File: src/rtl/fq_prefetch.sv
module fq_prefetch #(
  parameter int DW = 32,
  parameter int AW = 8,
  parameter int DEPTH = 16,
  localparam int IW = $clog2(DEPTH),
  localparam int CW = IW + 1
) (
  input  logic            clk,
  input  logic            rst_n,
  input  logic            cfg_fifo_en,
  input  logic [AW-1:0]   cfg_q_start,
  input  logic [AW-1:0]   cfg_sm_start,
  input  logic [AW-1:0]   cfg_q_end,
  input  logic [AW-1:0]   host_wp_lg,
  input  logic [AW-1:0]   host_wp_sm,
  output logic            req_valid,
  input  logic            req_ready,
  output logic [AW-1:0]   req_addr,
  output logic [CW-1:0]   req_len,
  output logic            req_sel,
  input  logic            rsp_valid,
  input  logic [2*DW-1:0] rsp_desc,
  input  logic            pop_req,
  input  logic            pop_sel,
  output logic            pop_valid,
  output logic [2*DW-1:0] pop_desc,
  output logic [3:0]      stat,
  input  logic [3:0]      stat_clr,
  input  logic [3:0]      irq_en,
  output logic            irq
);
  localparam int HALF = DEPTH / 2;

  typedef enum logic [1:0] {IDLE, REQ, WAIT} state_t;
  state_t state;

  logic          single;
  logic [CW-1:0] cap, wm;
  logic [IW-1:0] rmask;
  assign single = cfg_sm_start == cfg_q_end;
  assign cap    = !cfg_fifo_en ? CW'(1) : single ? CW'(DEPTH) : CW'(HALF);
  assign wm     = !cfg_fifo_en ? '0 : single ? CW'(DEPTH/4) : CW'(DEPTH/8);
  assign rmask  = single ? IW'(DEPTH-1) : IW'(HALF-1);

  logic [AW-1:0] qbase [2], qlen [2], wp [2], rp [2], avail [2], room [2], nb [2];
  logic [CW-1:0] cnt [2];
  logic [IW-1:0] head [2];
  logic          need [2], go [2], starve [2], wr [2], pp [2];
  logic [2*DW-1:0] mem [DEPTH];

  assign qbase[0] = cfg_q_start;
  assign qbase[1] = cfg_sm_start;
  assign qlen[0]  = single ? cfg_q_end - cfg_q_start : cfg_sm_start - cfg_q_start;
  assign qlen[1]  = cfg_q_end - cfg_sm_start;
  assign wp[0]    = host_wp_lg;
  assign wp[1]    = host_wp_sm;

  function automatic logic [AW-1:0] min2(input logic [AW-1:0] a, input logic [AW-1:0] b);
    return (a < b) ? a : b;
  endfunction

  function automatic logic [IW-1:0] slot(input logic q, input logic sgl);
    return (q && !sgl) ? IW'(HALF) : '0;
  endfunction

  logic          sel_q;
  logic [CW-1:0] n_q, beats;
  logic          psel, pick, done;

  assign psel = single ? 1'b0 : pop_sel;
  assign pick = go[0] ? 1'b0 : 1'b1;
  assign done = state == WAIT && rsp_valid && beats == n_q - CW'(1);

  for (genvar q = 0; q < 2; q++) begin : g_q
    assign avail[q]  = (wp[q] >= rp[q]) ? wp[q] - rp[q] : wp[q] + qlen[q] - rp[q];
    assign room[q]   = qlen[q] - rp[q];
    assign nb[q]     = min2(min2(avail[q], AW'(cap - cnt[q])), room[q]);
    assign need[q]   = (q == 0 || !single) && cnt[q] <= wm;
    assign go[q]     = need[q] && avail[q] != '0;
    assign starve[q] = need[q] && avail[q] == '0;
    assign wr[q]     = state == WAIT && rsp_valid && sel_q == 1'(q);
    assign pp[q]     = pop_valid && psel == 1'(q);

    always_ff @(posedge clk) begin
      if (!rst_n) begin
        cnt[q]  <= '0;
        head[q] <= '0;
        rp[q]   <= '0;
      end else begin
        cnt[q]  <= cnt[q] + CW'(wr[q]) - CW'(pp[q]);
        if (pp[q]) head[q] <= (head[q] + IW'(1)) & rmask;
        if (done && sel_q == 1'(q))
          rp[q] <= (rp[q] + AW'(n_q) == qlen[q]) ? '0 : rp[q] + AW'(n_q);
      end
    end
  end

  assign pop_valid = pop_req && cnt[psel] != '0;
  assign pop_desc  = mem[slot(psel, single) + (head[psel] & rmask)];

  always_ff @(posedge clk)
    if (state == WAIT && rsp_valid)
      mem[slot(sel_q, single) + ((head[sel_q] + cnt[sel_q][IW-1:0]) & rmask)] <= rsp_desc;

  always_ff @(posedge clk) begin
    if (!rst_n) begin
      state    <= IDLE;
      sel_q    <= 1'b0;
      n_q      <= '0;
      beats    <= '0;
      req_addr <= '0;
    end else begin
      case (state)
        IDLE: if (go[0] || go[1]) begin
          sel_q    <= pick;
          n_q      <= CW'(nb[pick]);
          req_addr <= qbase[pick] + rp[pick];
          state    <= REQ;
        end
        REQ: if (req_ready) begin
          beats <= '0;
          state <= WAIT;
        end
        default: if (rsp_valid) begin
          beats <= beats + CW'(1);
          if (done) state <= IDLE;
        end
      endcase
    end
  end

  assign req_valid = state == REQ;
  assign req_len   = n_q;
  assign req_sel   = sel_q;

  logic [3:0] set_bits;
  assign set_bits = {starve[1] && state == IDLE, starve[0] && state == IDLE,
                     done && sel_q, done && !sel_q};

  always_ff @(posedge clk) begin
    if (!rst_n) stat <= '0;
    else        stat <= (stat & ~stat_clr) | set_bits;
  end

  assign irq = |(stat & irq_en);

  a_r6_req_hold: assert property (@(posedge clk) disable iff (!rst_n)
    req_valid && !req_ready |=> req_valid && $stable(req_addr) && $stable(req_len) && $stable(req_sel));

  a_r3_len_range: assert property (@(posedge clk) disable iff (!rst_n)
    req_valid |-> req_len != '0 && req_len <= cap);

  a_r4_starve_flag: assert property (@(posedge clk) disable iff (!rst_n)
    state == IDLE && starve[0] |=> stat[2]);

  a_r9_sticky: assert property (@(posedge clk) disable iff (!rst_n)
    (|(stat & ~stat_clr)) |=> (stat & $past(stat & ~stat_clr)) == $past(stat & ~stat_clr));

  a_r1_no_overflow: assert property (@(posedge clk) disable iff (!rst_n)
    cnt[0] <= CW'(DEPTH) && cnt[1] <= CW'(HALF));
endmodule

File: config.mk
export PLATFORM = sky130hd
export DESIGN_NAME = fq_prefetch
export DESIGN_NICKNAME = d
export VERILOG_FILES = /design/src/rtl/fq_prefetch.sv
export SDC_FILE = /design/constraint.sdc
export NUM_CORES = 2
export LEC_CHECK = 0
export ABC_AREA = 0
export ABC_CLOCK_PERIOD_IN_PS = 15800
export BUFFER_PORTS_ARGS = -buffer_cell sky130_fd_sc_hd__clkbuf_2
export CORE_MARGIN = 2
export CORE_UTILIZATION = 30
export CTS_CLUSTER_SIZE = 24
export DETAILED_ROUTE_END_ITERATION = 8
export GPL_TIMING_DRIVEN = 0
export PLACE_DENSITY = 0.57
export SKIP_LAST_GASP = 1
export SYNTH_ARGS = -nofsm -noshare
export SYNTH_HDL_FRONTEND = slang
export SYNTH_SLANG_ARGS = --single-unit
File: constraint.sdc
create_clock -name clk -period 15.8 [get_ports clk]
set_input_delay 0 -clock clk [delete_from_list [all_inputs] [get_ports clk]]
set_output_delay 0 -clock clk [all_outputs]
set_load 0.01 [all_outputs]
==> key figures <==
Logic synthesis
  • Yosys reg bits: around 1100
  • Synthesized area: around 0.047 mm^2
  • Cells after Synth: 2715
  • Yosys warnings: 0
  • Mux cell area share after synthesis: 0.132
  • Compound-Gate Fraction of Synth Area: 0.0508
  • Syn_area_per_cell: around 17 um^2
  • Largest family of logic cells by synthesized area: multiplexers
  • Post-Synth Simple-Gate Area: 0.0493
  • Top FF cell, synth: edfxtp_1
  • Post-synth EDFFs: around 1000
  • Synth Area in XOR/XNOR: 0.0209
  • Asr flop ratio synth: 0
  • Synth unique cells: 69
  • Post-synthesis adder-cell area fraction: 0.0468
  • Net Count, Synth: approximately 3000
  • Seq/Total Area, Yosys: 0.678

Finish
  • Fillers: 14700
  • Final #Nets: 3431
  • Layout Cells excl Fill: approximately 5300
  • Layout cells sized above 1: 0.232
  • Most common cell after layout, fill and taps aside: edfxtp_1
  • Area added between synthesis and finish: 18.6%
  • Most frequent cells in the layout: edfxtp_1, mux4_2, clkbuf_2, nand2_1, ha_1

Power
  • PwrDens: approximately 140 mW/mm^2
  • Leakage: 19.1 nW
  • VDD IR max: between 0.09 and 0.1 mV

Min path
  • Worst Hold Class: primary input to flop

Clocking
  • Clk root buf: clkbuf_16
  • CTS resizes: 0
  • Total clock sinks: ~1100
  • H-tree levels: 3
  • Clock buffer depth: 3
  • CTS Buf Count: approximately 110
  • Clk_lat worst skew: 0.73 ns
  • CTS tree: yes
  • Worst-path clk slew: around 0.06 ns

Floorplan
  • Die W: 402 um
  • IO Count: 204
  • Row Count: between 100 and 150
  • Height of the chip: around 400 um
  • Core ar.: ~0.16 mm^2
  • Die area: 0.161 mm^2
  • Starting Density: 0.303

Placed design
  • DP Cell Count: roughly 5000
  • Port-buffer cells: around 200
  • Routability congestion estimate: slightly above 0.8
  • HPWL Detailed: approximately 83000 um

Detailed routing
  • Post-route ant nets: 0
  • Residual DRC: 0
  • Vias/cell: 4.94
  • Total wire length: around 120000 um
  • Wirelength per Cell: 22.9 um
  • Via count: between 20000 and 30000
  • DRT Pass-1 Iters: 5
  • Iteration-0 DRC Markers: 1958

GRT
  • GRT overflow: 0
  • Initial antenna violation count: 14
  • Vias in the first global route: ~27000
  • Overall Global Routing Usage: 0.149
  • First-pass GRT wire length: roughly 180000 um
  • Largest net degree at the start of global routing: 25

STA
  • Max-slew violation count: 0
  • Shortest period the worst path allows: 9.77 ns
  • Hold slack: 0.0776 ns
  • RSZ-0062 raised after global routing: no
  • Final worst-path cycle share: 0.618
  • Final setup skew: approximately 0.06 ns
  • Slew @ Worst Pin: around 1.1 ns
  • Max Fclk: approximately 100 MHz
  • Final setup viols: 0
  • Setup tns final: 0 ns
  • Final hold viol count: 0
  • Max_slew headroom: 0.282

Setup path
  • Worst EP required: around 16 ns
  • CP max stage delay: between 0.6 and 0.7 ns
  • Crit-path most repeated cell: o21ai_0
  • Crit path kind: primary input to flop
  • Nature of the critical path endpoint: flop
  • CP Max Fanout: 10
  • Crit path launch type: primary input
  • R2R setup slack: 8.70 ns
  • Critical path arrival: ~10 ns
  • Slowest-stage cell, CP: clkbuf_1

Job
  • Max Cap Violations: 0

Status
  • Status: complete, no violations
[per-stage QoR]
step                      total power, W  setup slack (ns)  instance area, um^2   util
after global routing             0.00820              5.23                56300  0.360
after floorplan                  0.00476              8.11                47500      -
after CTS                        0.00790              6.01                56300  0.360
after global placement           0.00535              5.85                51000  0.326
final                            0.00781              6.03                56300  0.360
after detailed placement         0.00539              5.79                52100  0.333
[routing by layer]
metal	track usage	share of wire	vias up
met4	0.0331	0.020	22
li1	-	-	11700
met5	0	0.0012	-
met3	0.0325	0.067	180
met2	0.238	0.47	788
met1	0.207	0.44	13500
[final timing paths]
| check | end | from | cells past startpoint |
|---|---|---|---|
| setup / recovery | req_len[4]$_SDFFE_PN0P_ | cfg_sm_start[1] | 42 |
| hold / removal | req_addr[6]$_SDFFE_PN0P_ | cfg_sm_start[6] | 7 |
| setup reg to reg | req_len[0]$_SDFFE_PN0P_ | rp[1][1]$_SDFFCE_PP0P_ | 24 |
| hold reg to reg | stat[1]$_SDFF_PN0_ | stat[1]$_SDFF_PN0_ | 2 |
[Yosys cell counts, types with 4 or more instances]
cell | number | area [um^2]
a211oi_1 | 73 | 548
a21boi_0 | 7 | 52.6
a21o_1 | 30 | 225
a21oi_1 | 55 | 275
a22oi_1 | 5 | 37.5
a31oi_1 | 71 | 444
and2_1 | 73 | 457
and3_1 | 8 | 50.1
buf_2 | 34 | 170
buf_4 | 9 | 67.6
buf_6 | 15 | 169
clkbuf_1 | 56 | 210
dfxtp_1 | 36 | 721
edfxtp_1 | 1048 | 31500
fa_1 | 26 | 521
ha_1 | 136 | 1700
inv_1 | 97 | 364
mux2_2 | 13 | 146
mux2i_1 | 36 | 360
mux4_2 | 256 | 5770
nand2_1 | 194 | 728
nand2b_1 | 17 | 106
nand3_1 | 14 | 70.1
nand3b_1 | 7 | 52.6
nand4_1 | 9 | 56.3
nor2_1 | 78 | 293
nor2b_1 | 31 | 194
nor3_1 | 15 | 75.1
nor3b_1 | 4 | 30.0
nor4_1 | 9 | 56.3
o211a_1 | 4 | 40.0
o211ai_1 | 8 | 60.1
o21a_1 | 7 | 52.6
o21ai_0 | 54 | 270
o21bai_1 | 15 | 113
or3_1 | 8 | 50.1
xnor2_1 | 62 | 543
xor2_1 | 45 | 394
[layout make-up]
cell class | count | area [um^2] | share of cell area
Sequential cell | 1084 | 32200 | 0.572
Timing Repair Buffer | 326 | 2750 | 0.0488
Multi-Input combinational cell | 1417 | 14400 | 0.255
Buffer | 117 | 644 | 0.0114
Clock inverter | 51 | 566 | 0.0100
Clock buffer | 144 | 2830 | 0.0502
Antenna cell | 5 | 12.5 | 0.000222
Tap cell | 2058 | 2570 | 0.0457
Inverter | 97 | 364 | 0.00647
[repair_timing]
| item | CTS | global route |
|---|---|---|
| setup buffers | 0 | 0 |
| hold buffers | 79 | 0 |
| endpoints found under the hold margin | 1055 | 0 |
[worst max-delay path, delay by kind of cell]
kind                       cells  cell delay, ns
AOI/OAI and AO/OA             16            3.29
muxes                          3            0.50
buffers and inverters          5            1.86
and+or+nand+nor                9            1.62
adders and majority gates      6            2.27
xor gates and xnor gates       3            0.78
[registers in the layout (all words and copies together), names as in the netlist, named ones only]
| register | count |
|---|---|
| beats | 5 |
| req_addr | 8 |
| head | 8 |
| req_len | 5 |
| mem | 1024 |
| rp | 16 |
| stat | 4 |
| cnt | 10 |
| req_sel | 1 |
| state | 2 |
[cells by family after synthesis]
logic type      after synthesis
other cells                   1
flops                      1084
fa+ha+maj                   162
mux                         306
xor+xnor                    110
compound gates              358
buf+inv                     214
simple gates                480
[power by group]
group          internal, W  switching [W]  total (W)
clock              0.00139        0.00109    0.00248
sequential         0.00322      0.0000409    0.00326
combinational     0.000897        0.00117    0.00207
Power figures use the tool's default switching activity.
